`config.mk`:
```
export PLATFORM = sky130hd
export DESIGN_NAME = cpu8
export DESIGN_NICKNAME = d
export VERILOG_FILES = /design/src/rtl/cpu8.sv
export SDC_FILE = /design/constraint.sdc
export NUM_CORES = 2
export LEC_CHECK = 0
export CAP_MARGIN = 0
export CORE_MARGIN = 3
export CORE_UTILIZATION = 58
export DETAILED_ROUTE_END_ITERATION = 6
export PLACE_DENSITY_LB_ADDON = 0.25
export SETUP_SLACK_MARGIN = 0.15
export SYNTH_ARGS = -nofsm -noshare
export SYNTH_HDL_FRONTEND = slang
export SYNTH_SLANG_ARGS = --single-unit
```
`constraint.sdc`:
```
create_clock -name clk -period 18.8 [get_ports clk]
set_input_delay 2.82 -clock clk [delete_from_list [all_inputs] [get_ports clk]]
set_output_delay 2.82 -clock clk [all_outputs]
set_load 0.01 [all_outputs]
```
`src/rtl/cpu8.sv`:
```
module cpu8 (
  input  logic       clk,
  input  logic       rst_n,
  input  logic [7:0] start_pc,
  input  logic       ld_we,
  input  logic [7:0] ld_addr,
  input  logic [7:0] ld_data,
  input  logic [7:0] pk_addr,
  output logic [7:0] pk_data,
  output logic       mem_rd,
  output logic       mem_wr,
  output logic [7:0] pc_o,
  output logic       halted
);
  typedef enum logic [2:0] {S_FH, S_FL, S_DC, S_EX, S_MA, S_HLT} st_t;

  st_t         st;
  logic [7:0]  mem [256];
  logic [7:0]  rf  [16];
  logic [7:0]  pc, rdata;
  logic [15:0] ir;

  wire [3:0] op = ir[15:12];
  wire [3:0] fa = ir[11:8];
  wire [3:0] fb = ir[7:4];
  wire [3:0] fc = ir[3:0];
  wire [7:0] k  = ir[7:0];
  wire [7:0] va = rf[fa];
  wire [7:0] vb = rf[fb];
  wire [7:0] vc = rf[fc];

  wire is_load  = (op == 4'h1) || (op == 4'hD);
  wire is_store = (op == 4'h3) || (op == 4'hE);

  logic [7:0]  maddr, wdata, alu;
  logic [15:0] rot2;
  logic        wr_en, take;
  logic [3:0]  wsel;

  assign rot2 = {va, va} >> fc[2:0];

  always_comb begin
    maddr = pc;
    if (st == S_FL) maddr = pc + 8'd1;
    else if (st == S_EX) maddr = (op == 4'h1 || op == 4'h3) ? k : vc;
  end

  assign mem_rd  = (st == S_FH) || (st == S_FL) || (st == S_EX && is_load);
  assign mem_wr  = (st == S_EX) && is_store;
  assign wdata   = (op == 4'h3) ? va : vb;
  assign pk_data = mem[pk_addr];
  assign pc_o    = pc;
  assign halted  = (st == S_HLT);

  always_comb begin
    alu   = 8'h00;
    wr_en = 1'b0;
    wsel  = fa;
    case (op)
      4'h2: begin alu = k;         wr_en = 1'b1; end
      4'h4: begin alu = vc;        wr_en = 1'b1; wsel = fb; end
      4'h5: begin alu = vb + vc;   wr_en = 1'b1; end
      4'h7: begin alu = vb | vc;   wr_en = 1'b1; end
      4'h8: begin alu = vb & vc;   wr_en = 1'b1; end
      4'h9: begin alu = vb ^ vc;   wr_en = 1'b1; end
      4'hA: begin alu = rot2[7:0]; wr_en = 1'b1; end
      default: ;
    endcase
  end

  always_comb begin
    take = 1'b0;
    if (op == 4'hB) take = (va == rf[0]);
    else if (op == 4'hF) take = ($signed(va) <= $signed(rf[0]));
  end

  always_ff @(posedge clk) begin
    if (ld_we) mem[ld_addr] <= ld_data;
    else if (mem_wr) mem[maddr] <= wdata;
    if (mem_rd) rdata <= mem[maddr];
  end

  always_ff @(posedge clk) begin
    if (!rst_n) begin
      st <= S_FH;
      pc <= start_pc;
      ir <= 16'h0000;
      for (int i = 0; i < 16; i++) rf[i] <= 8'h00;
    end else begin
      case (st)
        S_FH: st <= S_FL;
        S_FL: begin ir[15:8] <= rdata; st <= S_DC; end
        S_DC: begin ir[7:0] <= rdata; pc <= pc + 8'd2; st <= S_EX; end
        S_EX: begin
          if (wr_en) rf[wsel] <= alu;
          if (take) pc <= k;
          if (op == 4'hC) st <= S_HLT;
          else if (is_load) st <= S_MA;
          else st <= S_FH;
        end
        S_MA: begin
          rf[(op == 4'h1) ? fa : fb] <= rdata;
          st <= S_FH;
        end
        default: st <= S_HLT;
      endcase
    end
  end


  halt_sticky_chk: assert property (@(posedge clk) disable iff (!rst_n)
    halted |=> halted);

  halt_quiet_chk: assert property (@(posedge clk) disable iff (!rst_n)
    halted |-> (!mem_rd && !mem_wr));

  pc_step_chk: assert property (@(posedge clk) disable iff (!rst_n)
    (st == S_DC) |=> (pc_o == $past(pc_o) + 8'd2));

  fetch_order_chk: assert property (@(posedge clk) disable iff (!rst_n)
    (st == S_FH) |=> (st == S_FL && mem_rd));

  wr_store_only_chk: assert property (@(posedge clk) disable iff (!rst_n)
    mem_wr |-> (st == S_EX && (ir[15:12] == 4'h3 || ir[15:12] == 4'hE)));

  load_access_chk: assert property (@(posedge clk) disable iff (!rst_n)
    (st == S_MA) |-> ($past(st) == S_EX && $past(mem_rd)));
endmodule

```
Word level (Yosys, flattened, before mapping)
Memories as Yosys holds them, arrays and structs flattened. A register that Yosys moved wholly into a read port is not among the register bits.
Cells that the tools add are included.
{"block": "totals", "mem_bits_rw": 2176, "memories": 2, "register_bits": 27, "output_inout_bits": 19, "in_bits": 35}
{"name": "mem", "words": 256, "word_bits": 8, "rd": 2, "rd_clocked_by_memory_dff": 1, "wr": 1, "line_no": "18", "rtl": "logic [7:0] mem [256];"}
{"name": "rf", "words": 16, "word_bits": 8, "rd": 4, "rd_clocked_by_memory_dff": 3, "wr": 16, "line_no": "19", "rtl": "logic [7:0] rf [16];"}
{"block": "classes", "n_bitwise": 3, "addsub": 3, "reduce_logical": 13, "n_eq_ne": 22, "mux": 44, "order_cmp": 1, "n_shift": 1}
{"op": "two-way mux 8 bit", "n": 10}
{"op": "one-hot mux 8 bit (7 select lines)", "n": 1}
{"op": "two-way mux 4 bit", "n": 10}
{"op": "equality test 4 bit, second input constant", "n": 8}
{"op": "OR reduction 8 bit", "n": 3}
{"op": "two-way mux 1 bit", "n": 19}
{"op": "one-hot mux 8 bit (2 select lines)", "n": 1}
{"op": ">> shifter 16 x 3 -> 8 bit", "n": 1}
{"op": "one-hot mux 3 bit (5 select lines)", "n": 1}
{"op": "equality test 4 x 3 -> 1 bit, second input constant", "n": 3}
{"op": "adder 8 x 1 -> 8 bit, second input constant", "n": 1}
{"op": "adder 8 x 2 -> 8 bit, second input constant", "n": 1}
{"op": "adder 8 bit", "n": 1}
{"op": "bitwise AND 8 bit", "n": 1}
{"op": "equality test 4 x 2 -> 1 bit, second input constant", "n": 2}
{"op": "equality test 8 bit", "n": 1}
{"op": "<= comparator 8 bit", "n": 1}
{"op": "OR 8 bit", "n": 1}
{"op": "bitwise XOR 8 bit", "n": 1}
{"op": "OR reduction 7 bit", "n": 1}
{"op": "equality test 3 x 2 -> 1 bit, second input constant", "n": 2}
{"op": "equality test 3 bit, second input constant", "n": 2}
{"op": "two-way mux 3 bit", "n": 2}
{"op": "logical OR 1 bit", "n": 5}
{"op": "7 further kinds", "n": 8}

Longest topological paths before layout
{"block": "logic_depth", "depth_word": 10, "depth_mapped": 20, "ltp_nobuf": 17}

Worst setup path before layout
Ideal clock, no wire load.
{"block": "synth_timing", "path_type": "input -> register", "startpoint": "input ld_we", "endpoint": "memory mem[0][5] (data pin)", "required_ps": 16611, "path_buffers": 3, "setup_slack_ps": 3169, "arrival_time_ps": 13442, "path_stages": 5, "setup_time_ps": 2189, "path_cell_list": "nand2b_1 -> clkbuf_1 -> clkbuf_1 -> clkbuf_1 -> o21ai_0"}
{"block": "synth_via", "elab_chain_cells": 4}
{"element": "from (decl)", "line_no": "5", "rtl": "input logic ld_we,"}
{"element": "two-way mux 1 bit", "line_no": "78", "rtl": "if (ld_we) mem[ld_addr] <= ld_data;"}
{"element": "two-way mux 1 bit (not written as such)", "line_no": "79", "rtl": "else if (mem_wr) mem[maddr] <= wdata;"}
{"element": "OR reduction 8 bit (no source line)"}
{"element": "two-way mux 8 bit (no source line)"}
{"element": "to (decl)", "line_no": "18"}
No other way between the ends.

Final worst setup path
{"block": "layout_timing", "startpoint": "input pk_addr[1]", "endpoint": "output pk_data[4]"}
{"block": "layout_via", "elab_chain_cells": 1}
{"element": "from (decl)", "line_no": "8", "rtl": "input logic [7:0] pk_addr,"}
{"element": "memory read (256 x 8 bit)"}
{"element": "to (decl)", "line_no": "9", "rtl": "output logic [7:0] pk_data,"}
No other way between the ends.

==> run summary <==
status - finished with violations
failing checks - design-rule violations, max-capacitance violations, max-slew violations
setup violation total in the final timing report - 0
Post-CTS Setup Bufs - 0
Max Buffers Root-to-Sink - 3
clock root cell - clkbuf_16
Hold Path Origin - ir[11]$_SDFFE_PN0P_
FF-to-FF Start - st[1]$_SDFF_PN0_
area grow syn2layout - 9.38%
post-synth cell types - 95
# clock sinks - 2223
clock-pin slew on the worst setup and hold paths - 60 ps
met1 Track Usage GR - 0.521
Final nets - 7946
Critical R2R Capture - rdata[2]$_DFFE_PP_
core area - 188000 um^2
layout cell share with drive strength beyond 1 - 0.179
Hold Buf Count CTS - 0
number of synthesized flops with an enable pin - 2192
Syn Nets - 8047
Worst EP arrival - 8130 ps
die area - 195000 um^2
dpl hpwl - 247000 um
H-tree Lvls - 4
Die Ht - 441 um
Hold Vio Cnt, Final - 0
Initial DRT Pass Iterations - 7
PortBufs - 53
post-DR wirelength/cell - 36.8 um
cts repair resizes - 0
first-pass GRT wire length - 549000 um
Yosys warning total - 0
total CTS buffers - 224
minimum clock period after layout - 10950 ps
power per cell area - 106 nW/um^2
Yosys reg bits - 2223
Die W - 441 um
busiest layer in global routing - met2
Reg2Reg Setup Slack - 10400 ps
Syn Area/Cell - 13.8 um^2
crit path launch type - input port
crit end category - primary output
fin. max-slew vios - 8
largest net degree at the start of global routing - 230
skew final - 61.6 ps
IO Pins - 54
Hold Path Class - register to register
initial antenna violation count - 35
routability cong. - 0.998
grt met2 use - 0.551
Hold EP - ir[11]$_SDFFE_PN0P_
final antenna-violating net count - 0
met3 Usage GRT - 0.177
Syn Inst Count - 7985
cell leakage power - 39.7 nW
GRT Total Usage - 0.399
row count - 159
vias in the first global route - 74500
setup TNS - 0 ps
Setup Crit Path Kind - input port to primary output
MaxCap Viol Count - 4
Clock Latency Late Sink - 910 ps
Top FF cell, synth - edfxtp_1
reg2reg path depth - 15
hold_ws - 592 ps
Peak supply drop - 91.9 uV
RSZ-0062 raised after global routing - no
drt drc - 4
mapped cell area - 110000 um^2
final wirelength - 389000 um
Worst-Margin Slew - 1550 ps
GRT Residual Overflow - 0
DRT iter0 DRCs - 15100
worst relative slew slack - -0.0413
Initial Util - 0.585
Fmax - 91.3 MHz
crit-path max FO - 152
Critical Path RT - 15980 ps
TritonCTS clock tree - yes
vias after detailed routing - 78900
register area share after synthesis - 0.605
vias per inst - 7.46
Hold Path Cell Cnt - 2
asr flop ratio synth - 0
final worst path period share - 0.582
## synthesized netlist by cell type, types with 12 or more instances
cell type | instances | area share
nor2_1 | 470 | 0.016
inv_1 | 36 | 0.0012
and3_1 | 159 | 0.0091
o211ai_1 | 13 | 0.00089
nand3_1 | 567 | 0.026
o221ai_1 | 39 | 0.0031
a211oi_1 | 67 | 0.0046
o21ai_0 | 121 | 0.0055
clkbuf_1 | 240 | 0.0082
buf_1 | 89 | 0.0030
dfxtp_1 | 31 | 0.0056
nand2b_1 | 12 | 0.00068
a41oi_1 | 13 | 0.0010
mux4_2 | 788 | 0.16
ha_1 | 26 | 0.0030
buf_2 | 234 | 0.011
nor2b_1 | 20 | 0.0011
a221oi_1 | 16 | 0.0013
nor3_1 | 63 | 0.0029
edfxtp_1 | 2192 | 0.60
nand4_1 | 34 | 0.0019
a21oi_1 | 187 | 0.0085
buf_4 | 48 | 0.0033
a31oi_1 | 109 | 0.0062
buf_6 | 18 | 0.0018
nand2_1 | 1708 | 0.058
mux2i_1 | 258 | 0.023
a311oi_1 | 77 | 0.0061
o22ai_1 | 68 | 0.0039
a32oi_1 | 21 | 0.0017
mux2_2 | 22 | 0.0023
a22oi_1 | 24 | 0.0016
nor4_1 | 17 | 0.00097
## registers in the layout (all words and copies together) (netlist names), named ones only
signal  count
mem      2048
rf        128
ir         16
pc_o        8
rdata       8
st          3
## stage by stage
step                cell area, um^2  utilization  std cells  total power [mW]  setup WS (ps)
global placement             113000        0.600      10200              8.13           7900
global route                 120000        0.639      10600              13.0           7600
CTS                          120000        0.639      10600              12.6           7910
floorplan                    110000            -       7985              7.24           3170
finish                       120000        0.639      10600              12.8           7850
detailed placement           113000        0.600      10200              8.17           7900
## how the worst max path moves through the flow
stage / slack, ps / endpoint / cells past startpoint / startpoint
final: 7850 / pk_data[4] / 8 / pk_addr[1]
after CTS: 7910 / pk_data[6] / 8 / pk_addr[0]
after detailed placement: 7900 / pk_data[6] / 8 / pk_addr[0]
after global placement: 7900 / pk_data[6] / 8 / pk_addr[0]
after global routing: 7600 / pk_data[6] / 8 / pk_addr[0]
after floorplan: 3170 / mem[0][5]$_DFFE_PP_ / 5 / ld_we
## cells in the final DEF, fill, tap and decap left out, types with 111 or more instances in the layout
cell type	netlist	layout
a21oi_1	187	187
and3_1	159	158
buf_4	48	239
clkbuf_16	0	224
edfxtp_1	2192	2192
mux2i_1	258	258
mux4_2	788	788
nand2_1	1708	1706
nand3_1	567	566
nor2_1	470	464
o21ai_0	121	111
## cell families after synthesis
family / after synthesis / share of synthesized area
simple gates: 3116 / 0.121
flops: 2223 / 0.605
mux: 1069 / 0.187
compound gates: 871 / 0.0540
buf+inv: 667 / 0.0285
fa+ha+maj: 27 / 0.00314
xor+xnor: 12 / 0.000956
## per-layer routing
metal / vias up / wire [um]
li1: 30900 / -
met1: 38900 / 128000
met2: 7634 / 162000
met3: 1453 / 69900
met4: 22 / 29200
met5: - / 293
## area by class of cell
cell class	instances	area, um^2
Fill cell	13300	67800
Tap cell	2495	3120
Timing Repair Buffer	304	2570
Antenna cell	16	40.0
Clock inverter	150	1570
Clock buffer	265	5760
Multi-Input combinational cell	5095	40600
Sequential cell	2223	66400
Inverter	36	135
## worst max-delay path: stages
cell and delay [ps]:
buf_8 520, buf_4 870, buf_12 690, mux4_2 420
mux4_2 550, mux4_2 680, mux4_2 660, clkdlybuf4s50_1 540
## power by group
group          switching (mW)  total [mW]  leakage [nW]  internal, mW
Clock                    2.00        4.52          3.56          2.53
Combinational            1.92        2.71          16.0         0.785
Sequential             0.0482        5.53          20.1          5.48
Power figures use the tool's default switching activity.
